## config.mk

```make
export PLATFORM = sky130hd
export DESIGN_NAME = ibsig_verifier
export DESIGN_NICKNAME = d
export VERILOG_FILES = /design/src/rtl/ibsig_pkg.sv /design/src/rtl/ibsig_track.sv /design/src/rtl/ibsig_table.sv /design/src/rtl/ibsig_judge.sv /design/src/rtl/ibsig_verifier.sv
export SDC_FILE = /design/constraint.sdc
export NUM_CORES = 2
export LEC_CHECK = 0
export BUFFER_PORTS_ARGS = -buffer_cell sky130_fd_sc_hd__buf_2
export CAP_MARGIN = 20
export CORE_ASPECT_RATIO = 0.7
export CORE_MARGIN = 4
export CORE_UTILIZATION = 60
export CTS_CLUSTER_DIAMETER = 60
export DETAILED_ROUTE_END_ITERATION = 7
export PLACE_DENSITY = 0.84
export SLEW_MARGIN = 10
export SYNTH_ARGS = -nofsm -noshare
export SYNTH_HDL_FRONTEND = slang
export SYNTH_HIERARCHICAL = 1
export SYNTH_SLANG_ARGS = --single-unit
export TNS_END_PERCENT = 5
```

## constraint.sdc

```tcl
create_clock -name clk -period 9.9 [get_ports clk]
set_input_delay 0.495 -clock clk [delete_from_list [all_inputs] [get_ports clk]]
set_output_delay 0.495 -clock clk [all_outputs]
set_load 0.05 [all_outputs]
```

## src/rtl/ibsig_pkg.sv

```systemverilog
package ibsig_pkg;
  localparam int SIG_W = 32;
  typedef logic [SIG_W-1:0] sig_t;

  // Feedback taps derived from the key; bit 0 forced so feedback never vanishes.
  function automatic sig_t key_taps(input sig_t key);
    return key | sig_t'(1);
  endfunction

  // One MISR step: shift, conditional polynomial feedback, fold in the word.
  function automatic sig_t misr_step(input sig_t s, input sig_t taps, input sig_t w);
    sig_t fb;
    fb = s[SIG_W-1] ? taps : '0;
    return {s[SIG_W-2:0], 1'b0} ^ fb ^ w;
  endfunction
endpackage

```

## src/rtl/ibsig_track.sv

```systemverilog
module ibsig_track
  import ibsig_pkg::*;
#(
  parameter int ADDR_W = 32,
  parameter logic [SIG_W-1:0] SEED = 32'h5A5A_C3C3
) (
  input  logic              clk,
  input  logic              rst_n,
  input  sig_t              taps,
  input  logic              fetch_valid,
  input  sig_t              fetch_word,
  input  logic [ADDR_W-1:0] fetch_pc,
  input  logic              block_start,
  input  logic              icache_miss,
  output logic              close_ev,
  output sig_t              closed_sig,
  output logic [ADDR_W-1:0] closed_start,
  output logic              closed_missed
);
  sig_t              sig_q;
  logic [ADDR_W-1:0] start_q;
  logic              missed_q;
  logic              open_q;

  always_ff @(posedge clk) begin
    if (!rst_n) begin
      sig_q    <= SEED;
      start_q  <= '0;
      missed_q <= 1'b0;
      open_q   <= 1'b0;
    end else if (block_start) begin
      sig_q    <= fetch_valid ? misr_step(SEED, taps, fetch_word) : SEED;
      start_q  <= fetch_pc;
      missed_q <= icache_miss;
      open_q   <= 1'b1;
    end else begin
      if (fetch_valid && open_q) sig_q <= misr_step(sig_q, taps, fetch_word);
      if (icache_miss) missed_q <= 1'b1;
    end
  end

  assign close_ev      = block_start & open_q;
  assign closed_sig    = sig_q;
  assign closed_start  = start_q;
  assign closed_missed = missed_q;

  p_stall_hold_r3: assert property (@(posedge clk) disable iff (!rst_n)
    (!fetch_valid && !block_start) |=> $stable(sig_q));
  p_seed_restart_r2: assert property (@(posedge clk) disable iff (!rst_n)
    (block_start && !fetch_valid) |=> (sig_q == SEED));
  p_miss_sticky_r4: assert property (@(posedge clk) disable iff (!rst_n)
    icache_miss |=> missed_q);
endmodule

```

## src/rtl/ibsig_table.sv

```systemverilog
module ibsig_table
  import ibsig_pkg::*;
#(
  parameter int ADDR_W  = 32,
  parameter int ENTRIES = 16,
  localparam int IDX_W  = $clog2(ENTRIES)
) (
  input  logic              clk,
  input  logic              rst_n,
  input  logic              wr_en,
  input  logic [IDX_W-1:0]  wr_idx,
  input  logic [ADDR_W-1:0] wr_addr,
  input  sig_t              wr_sig,
  input  logic              wr_valid,
  input  logic [ADDR_W-1:0] look_addr,
  output logic              hit,
  output sig_t              hit_sig
);
  logic [ADDR_W-1:0] addr_q [ENTRIES];
  sig_t              sig_q  [ENTRIES];
  logic [ENTRIES-1:0] valid_q;
  logic [ENTRIES-1:0] match;

  for (genvar g = 0; g < ENTRIES; g++) begin : g_ent
    always_ff @(posedge clk) begin
      if (!rst_n) begin
        valid_q[g] <= 1'b0;
        addr_q[g]  <= '0;
        sig_q[g]   <= '0;
      end else if (wr_en && wr_idx == IDX_W'(g)) begin
        valid_q[g] <= wr_valid;
        addr_q[g]  <= wr_addr;
        sig_q[g]   <= wr_sig;
      end
    end
    assign match[g] = valid_q[g] && (addr_q[g] == look_addr);
  end

  // Lowest index wins among duplicate addresses.
  always_comb begin
    hit     = 1'b0;
    hit_sig = '0;
    for (int i = ENTRIES - 1; i >= 0; i--) begin
      if (match[i]) begin
        hit     = 1'b1;
        hit_sig = sig_q[i];
      end
    end
  end

  p_load_lands_r8: assert property (@(posedge clk) disable iff (!rst_n)
    wr_en |=> (valid_q[$past(wr_idx)] == $past(wr_valid)));
endmodule

```

## src/rtl/ibsig_judge.sv

```systemverilog
module ibsig_judge
  import ibsig_pkg::*;
#(
  parameter int ADDR_W = 32
) (
  input  logic              clk,
  input  logic              rst_n,
  input  logic              close_ev,
  input  logic              closed_missed,
  input  sig_t              closed_sig,
  input  logic [ADDR_W-1:0] closed_start,
  input  logic              hit,
  input  sig_t              hit_sig,
  output logic              viol,
  output logic              nomatch,
  output logic [ADDR_W-1:0] flag_addr
);
  logic judged;
  assign judged = close_ev & closed_missed;

  always_ff @(posedge clk) begin
    if (!rst_n) begin
      viol      <= 1'b0;
      nomatch   <= 1'b0;
      flag_addr <= '0;
    end else begin
      viol    <= judged && hit && (hit_sig != closed_sig);
      nomatch <= judged && !hit;
      if (close_ev) flag_addr <= closed_start;
    end
  end

  p_exclusive_r7: assert property (@(posedge clk) disable iff (!rst_n)
    !(viol && nomatch));
  p_pulse_after_close_r5: assert property (@(posedge clk) disable iff (!rst_n)
    (viol || nomatch) |-> $past(close_ev && closed_missed));
  p_unjudged_quiet_r4: assert property (@(posedge clk) disable iff (!rst_n)
    (close_ev && !closed_missed) |=> !(viol || nomatch));
endmodule

```

## src/rtl/ibsig_verifier.sv

```systemverilog
module ibsig_verifier
  import ibsig_pkg::*;
#(
  parameter int ADDR_W  = 32,
  parameter int ENTRIES = 16,
  parameter logic [SIG_W-1:0] SEED = 32'h5A5A_C3C3,
  localparam int IDX_W  = $clog2(ENTRIES)
) (
  input  logic              clk,
  input  logic              rst_n,
  input  logic [SIG_W-1:0]  key_i,
  input  logic              fetch_valid_i,
  input  logic [SIG_W-1:0]  fetch_word_i,
  input  logic [ADDR_W-1:0] fetch_pc_i,
  input  logic              block_start_i,
  input  logic              icache_miss_i,
  input  logic              tbl_we_i,
  input  logic [IDX_W-1:0]  tbl_idx_i,
  input  logic [ADDR_W-1:0] tbl_addr_i,
  input  logic [SIG_W-1:0]  tbl_sig_i,
  input  logic              tbl_valid_i,
  output logic              viol_o,
  output logic              nomatch_o,
  output logic [ADDR_W-1:0] flag_addr_o
);
  sig_t              taps;
  logic              close_ev;
  sig_t              closed_sig;
  logic [ADDR_W-1:0] closed_start;
  logic              closed_missed;
  logic              hit;
  sig_t              hit_sig;

  assign taps = key_taps(key_i);

  ibsig_track #(.ADDR_W(ADDR_W), .SEED(SEED)) u_track (
    .clk(clk), .rst_n(rst_n), .taps(taps),
    .fetch_valid(fetch_valid_i), .fetch_word(fetch_word_i), .fetch_pc(fetch_pc_i),
    .block_start(block_start_i), .icache_miss(icache_miss_i),
    .close_ev(close_ev), .closed_sig(closed_sig),
    .closed_start(closed_start), .closed_missed(closed_missed)
  );

  ibsig_table #(.ADDR_W(ADDR_W), .ENTRIES(ENTRIES)) u_table (
    .clk(clk), .rst_n(rst_n),
    .wr_en(tbl_we_i), .wr_idx(tbl_idx_i), .wr_addr(tbl_addr_i),
    .wr_sig(tbl_sig_i), .wr_valid(tbl_valid_i),
    .look_addr(closed_start), .hit(hit), .hit_sig(hit_sig)
  );

  ibsig_judge #(.ADDR_W(ADDR_W)) u_judge (
    .clk(clk), .rst_n(rst_n),
    .close_ev(close_ev), .closed_missed(closed_missed),
    .closed_sig(closed_sig), .closed_start(closed_start),
    .hit(hit), .hit_sig(hit_sig),
    .viol(viol_o), .nomatch(nomatch_o), .flag_addr(flag_addr_o)
  );

  p_first_close_r9: assert property (@(posedge clk) disable iff (!rst_n)
    $rose(rst_n) |-> !(viol_o || nomatch_o));
endmodule

```

==> out/metrics.sh <==
TIMING.HOLD.WORST_PATH_DEPTH=2
WHS_NS=0.0394
MAX-CAP-VIOLATIONS=0
SWITCHINGPOWER_mW=2.51
MET3ROUTEDLENGTH_UM=28000
MAX_FREQ_MHz=173
SUMMED_NEGATIVE_SETUP_SLACK_OVER_ALL_ENDPOINTS_NS=0
DIE_H_UM=263
NUM_ROWS=93
SYNTH_FLOP_CELL='edfxtp_1'
INSERTION_DELAY_NS=0.69
FINALNETCOUNT=4836
SETUP_VIOL=0
DRT-TOTAL-WL_UM=163000
GRT_OVERFLOW=0
DP_WORST_SETUP_SLACK_NS=4.58
FINAL.PERIOD_UTILIZATION_PCT=58.3
HOLDCRITPATHCLASS='in -> reg'
ROUTED-WL-MET2_UM=69300
FIN_HOLD_VIOLS=0
SYN-MEAN-INSTANCE-AREA_UM2=12.0
GRT_PASS1_WL_UM=236000
CLK_TRANSITION_REPORTED_PATHS_NS=0.07
SYNTH_SEQ_AREA_SHARE_PCT=59.4
POST_CTS_REPAIR_SETUP_BUFFERS=0
IOS=205
CP_MAX_FO=65
FINAL_CELL_AREA_UM2=61400
CP_DATA_REQUIRED_TIME_NS=10.44
SEQ_POWER_SHARE_PCT=51.9
DRC_VIOLATIONS_LEFT=0
FF2FF_PATH_DEPTH=15
POST_DRT_ANTENNA_NETS=0
LAYOUT.FILLER_CELLS=6288
YS_SEQ_ELEMENTS=1140
TOP_SIGNAL_LAYER_USED='met5'
FLOORPLAN.INITIALDENSITY_PCT=60.5
DIE_WIDTH_UM=372
POST_DRT_VIA_CELL_RATIO=6.41
SYNTH_CELL_TYPE_COUNT=70
DRT-PASS1-ITER-COUNT=7
CTS_ROOT_BUF='clkbuf_16'
WORST_IR_DROP_VDD_mV=0.139
BUFFER_LEVELS_ON_THE_LONGEST_CLOCK_PATH=3
AREA_GROWTH_PCT=10.2
TIMING.CRITICAL_PATH.FROM_TYPE='flop'
SYNTH-ASYNC-RESET-RATIO_PCT=0
RSZ_0062_RAISED_AFTER_GLOBAL_ROUTING='false'
DETAIL_ROUTE.WL_PER_CELL_UM=27.2
GRTUSAGETOTAL_PCT=32.5
SYN-NUM-NETS=4821
MAX_SLEW.WORST_PIN.SLEW_NS=1.22
P_CLK_SHARE_PCT=40.4
COUNT_OF_FLIP_FLOPS_WITH_A_BUILT_IN_ENABLE_AFTER_SYNTHESIS=1024
FINAL.SETUP.WORST_SLACK_NS=4.13
STATUS='finished clean'
GRT_START_MAX_NET_PINS=88
CRITPATHKIND='reg -> reg'
SW_FRAC_OF_TOTAL_PCT=23.1
POWERDENSITY_nW_PER_UM2=177
POSTCTSRESIZEDCELLS=0
SYN_AREA_UM2=55700
FINALCRITICALPERIOD_NS=5.77
P_COMB_SHARE_PCT=7.6
WIRELENGTH_MET1_UM=61600
DRIVE_GT1_SHARE_PCT=12.0
NUMBER_OF_GLOBAL_ROUTE_VIAS_BEFORE_REPAIR=36679
FIRST_ITER_VIOLATIONS=7082
INTERNAL-POWER_mW=8.34
IO_BUFFER_COUNT=203
CORE_REGION_AREA_UM2=92000
NUMCTSBUFFERS=106
CLKSINKCOUNT=1140
TRITONCTS='yes'
FLOORPLAN.DIE_AREA_UM2=97800
END_KIND='flop'
VIA_COUNT_OF_THE_ROUTED_DESIGN=38574
SYNTH-WARNING-COUNT=6
POWER.STATIC_LEAKAGE_nW=22.0
PLACE_HPWL_UM=93900
POST_SYNTHESIS_CELL_COUNT=4650
TIMING.FINAL.MAX_SLEW_VIOLATIONS=0
INSTANCE_AREA_AT_PLACEMENT_UM2=57500
ANTENNA_FOUND_INITIAL=37
TIMING.CRITICAL_PATH.ARRIVAL_NS=6.32
WORST_CLOCK_SKEW_NS=0.0184
WORST_SLEW_MARGIN_REL_PCT=18.6
POSTCTSHOLDBUFS=3
GP_CONGESTION=0.860
CTS.HTREE.LEVELS=3
## power by group through the flow
stage               logic, mW  clock network [mW]  registers (mW)
global route            0.862                4.60            5.66
global placement        0.766                   0            5.72
detailed placement      0.790                   0            5.74
finish                  0.828                4.39            5.64
floorplan               0.485                   0            5.75
CTS                     0.797                4.40            5.64
## routing by layer
metal | vias up | track usage, %
met5 | - | 0
met4 | 14 | 9.12
met3 | 377 | 10.9
met2 | 3100 | 46.2
met1 | 18691 | 48.0
li1 | 16392 | -
## cells in the final DEF (no fill, tap or decap), types with 36 or more instances in the layout
| cell type | n |
|---|---|
| xor2_1 | 257 |
| a21oi_1 | 88 |
| edfxtp_1 | 1024 |
| buf_4 | 97 |
| nand4_1 | 120 |
| nand2_1 | 131 |
| dfxtp_1 | 115 |
| nand3_1 | 36 |
| nor2b_1 | 39 |
| o21ai_0 | 90 |
| o311ai_0 | 44 |
| nor4_1 | 97 |
| nor2_1 | 170 |
| a31oi_1 | 62 |
| clkbuf_16 | 108 |
| xnor2_1 | 290 |
| nand2b_1 | 39 |
| a21boi_0 | 38 |
| buf_2 | 201 |
| and2_1 | 1064 |
| inv_1 | 67 |
| mux2i_1 | 74 |
## final cells by class
cell class	count	area, um2	share of cell area (%)
timing repair buffer	307	1870	3.05
sequential	1140	33100	53.9
antenna	22	55.1	0.0897
clock buffer	134	2850	4.64
clock inverter	67	880	1.43
tap	1235	1550	2.52
multi-input combinational	3042	20900	34.0
inverter	68	255	0.416
## cells by family after synthesis
| family | Yosys count | synth area share (%) |
|---|---|---|
| xor+xnor | 547 | 8.60 |
| compound gates | 543 | 6.64 |
| flops | 1140 | 59.4 |
| simple gates | 1843 | 19.5 |
| mux | 108 | 2.02 |
| buf+inv | 468 | 3.83 |
| other cells | 1 | 0.00673 |
## through the flow
stage | std cells | util, % | power (mW)
6_report | 6015 | 66.7 | 10.9
5_1_grt | 6000 | 66.7 | 11.1
4_1_cts | 5987 | 66.5 | 10.8
3_5_place_dp | 5783 | 62.4 | 6.53
3_3_place_gp | 5783 | 62.4 | 6.49
2_1_floorplan | 4650 | - | 6.23
## sequential cells by signal, summed over array words and instances, names as in the netlist, 16 cells and up
register / count
u_track/closed_sig: 32
u_table/addr_q: 512
u_table/valid_q: 16
u_judge/flag_addr: 32
u_table/sig_q: 512
u_track/closed_start: 32
## worst max-delay path: stages, from the launching register on
cell,delay (ns)
dfxtp_1,1.08
buf_4,0.47
xor2_1,0.15
nor4_1,0.36
nand4_1,0.19
nor4_2,0.28
buf_4,0.58
nor2_2,0.07
buf_4,0.29
a31oi_1,0.56
o21ai_1,0.19
a311oi_1,0.55
xnor2_1,0.20
nand4_1,0.13
nor4_1,0.35
a21oi_1,0.13
## Yosys cell counts, drive strengths merged (34+ instances only)
| cell | count | share of area (%) |
|---|---|---|
| nor4 | 101 | 1.2 |
| dfxtp | 116 | 4.2 |
| edfxtp | 1024 | 55 |
| o311ai | 59 | 0.93 |
| xor2 | 257 | 4.0 |
| o21a | 35 | 0.47 |
| nand4 | 120 | 1.3 |
| xnor2 | 290 | 4.6 |
| o21ai | 137 | 1.2 |
| and2 | 1065 | 12 |
| a21boi | 38 | 0.51 |
| a31oi | 62 | 0.70 |
| clkbuf | 284 | 1.9 |
| nand2b | 39 | 0.44 |
| nor2b | 41 | 0.46 |
| inv | 67 | 0.45 |
| nand3 | 36 | 0.32 |
| nand2 | 131 | 0.88 |
| nor2 | 188 | 1.3 |
| a21oi | 89 | 0.80 |
| mux2 | 34 | 0.69 |
| mux2i | 74 | 1.3 |
| buf | 116 | 1.5 |
## final timing paths
kind / to / slack (ns) / from
setup / recovery: u_judge/viol / 4.13 / u_track/closed_start[10]
hold / removal: u_track/closed_sig[30] / 0.04 / fetch_word_i[30]
setup reg to reg: u_judge/viol / 4.13 / u_track/closed_start[10]
hold reg to reg: u_table/valid_q[8] / 0.47 / u_table/valid_q[8]
Power figures use the tool's default switching activity.
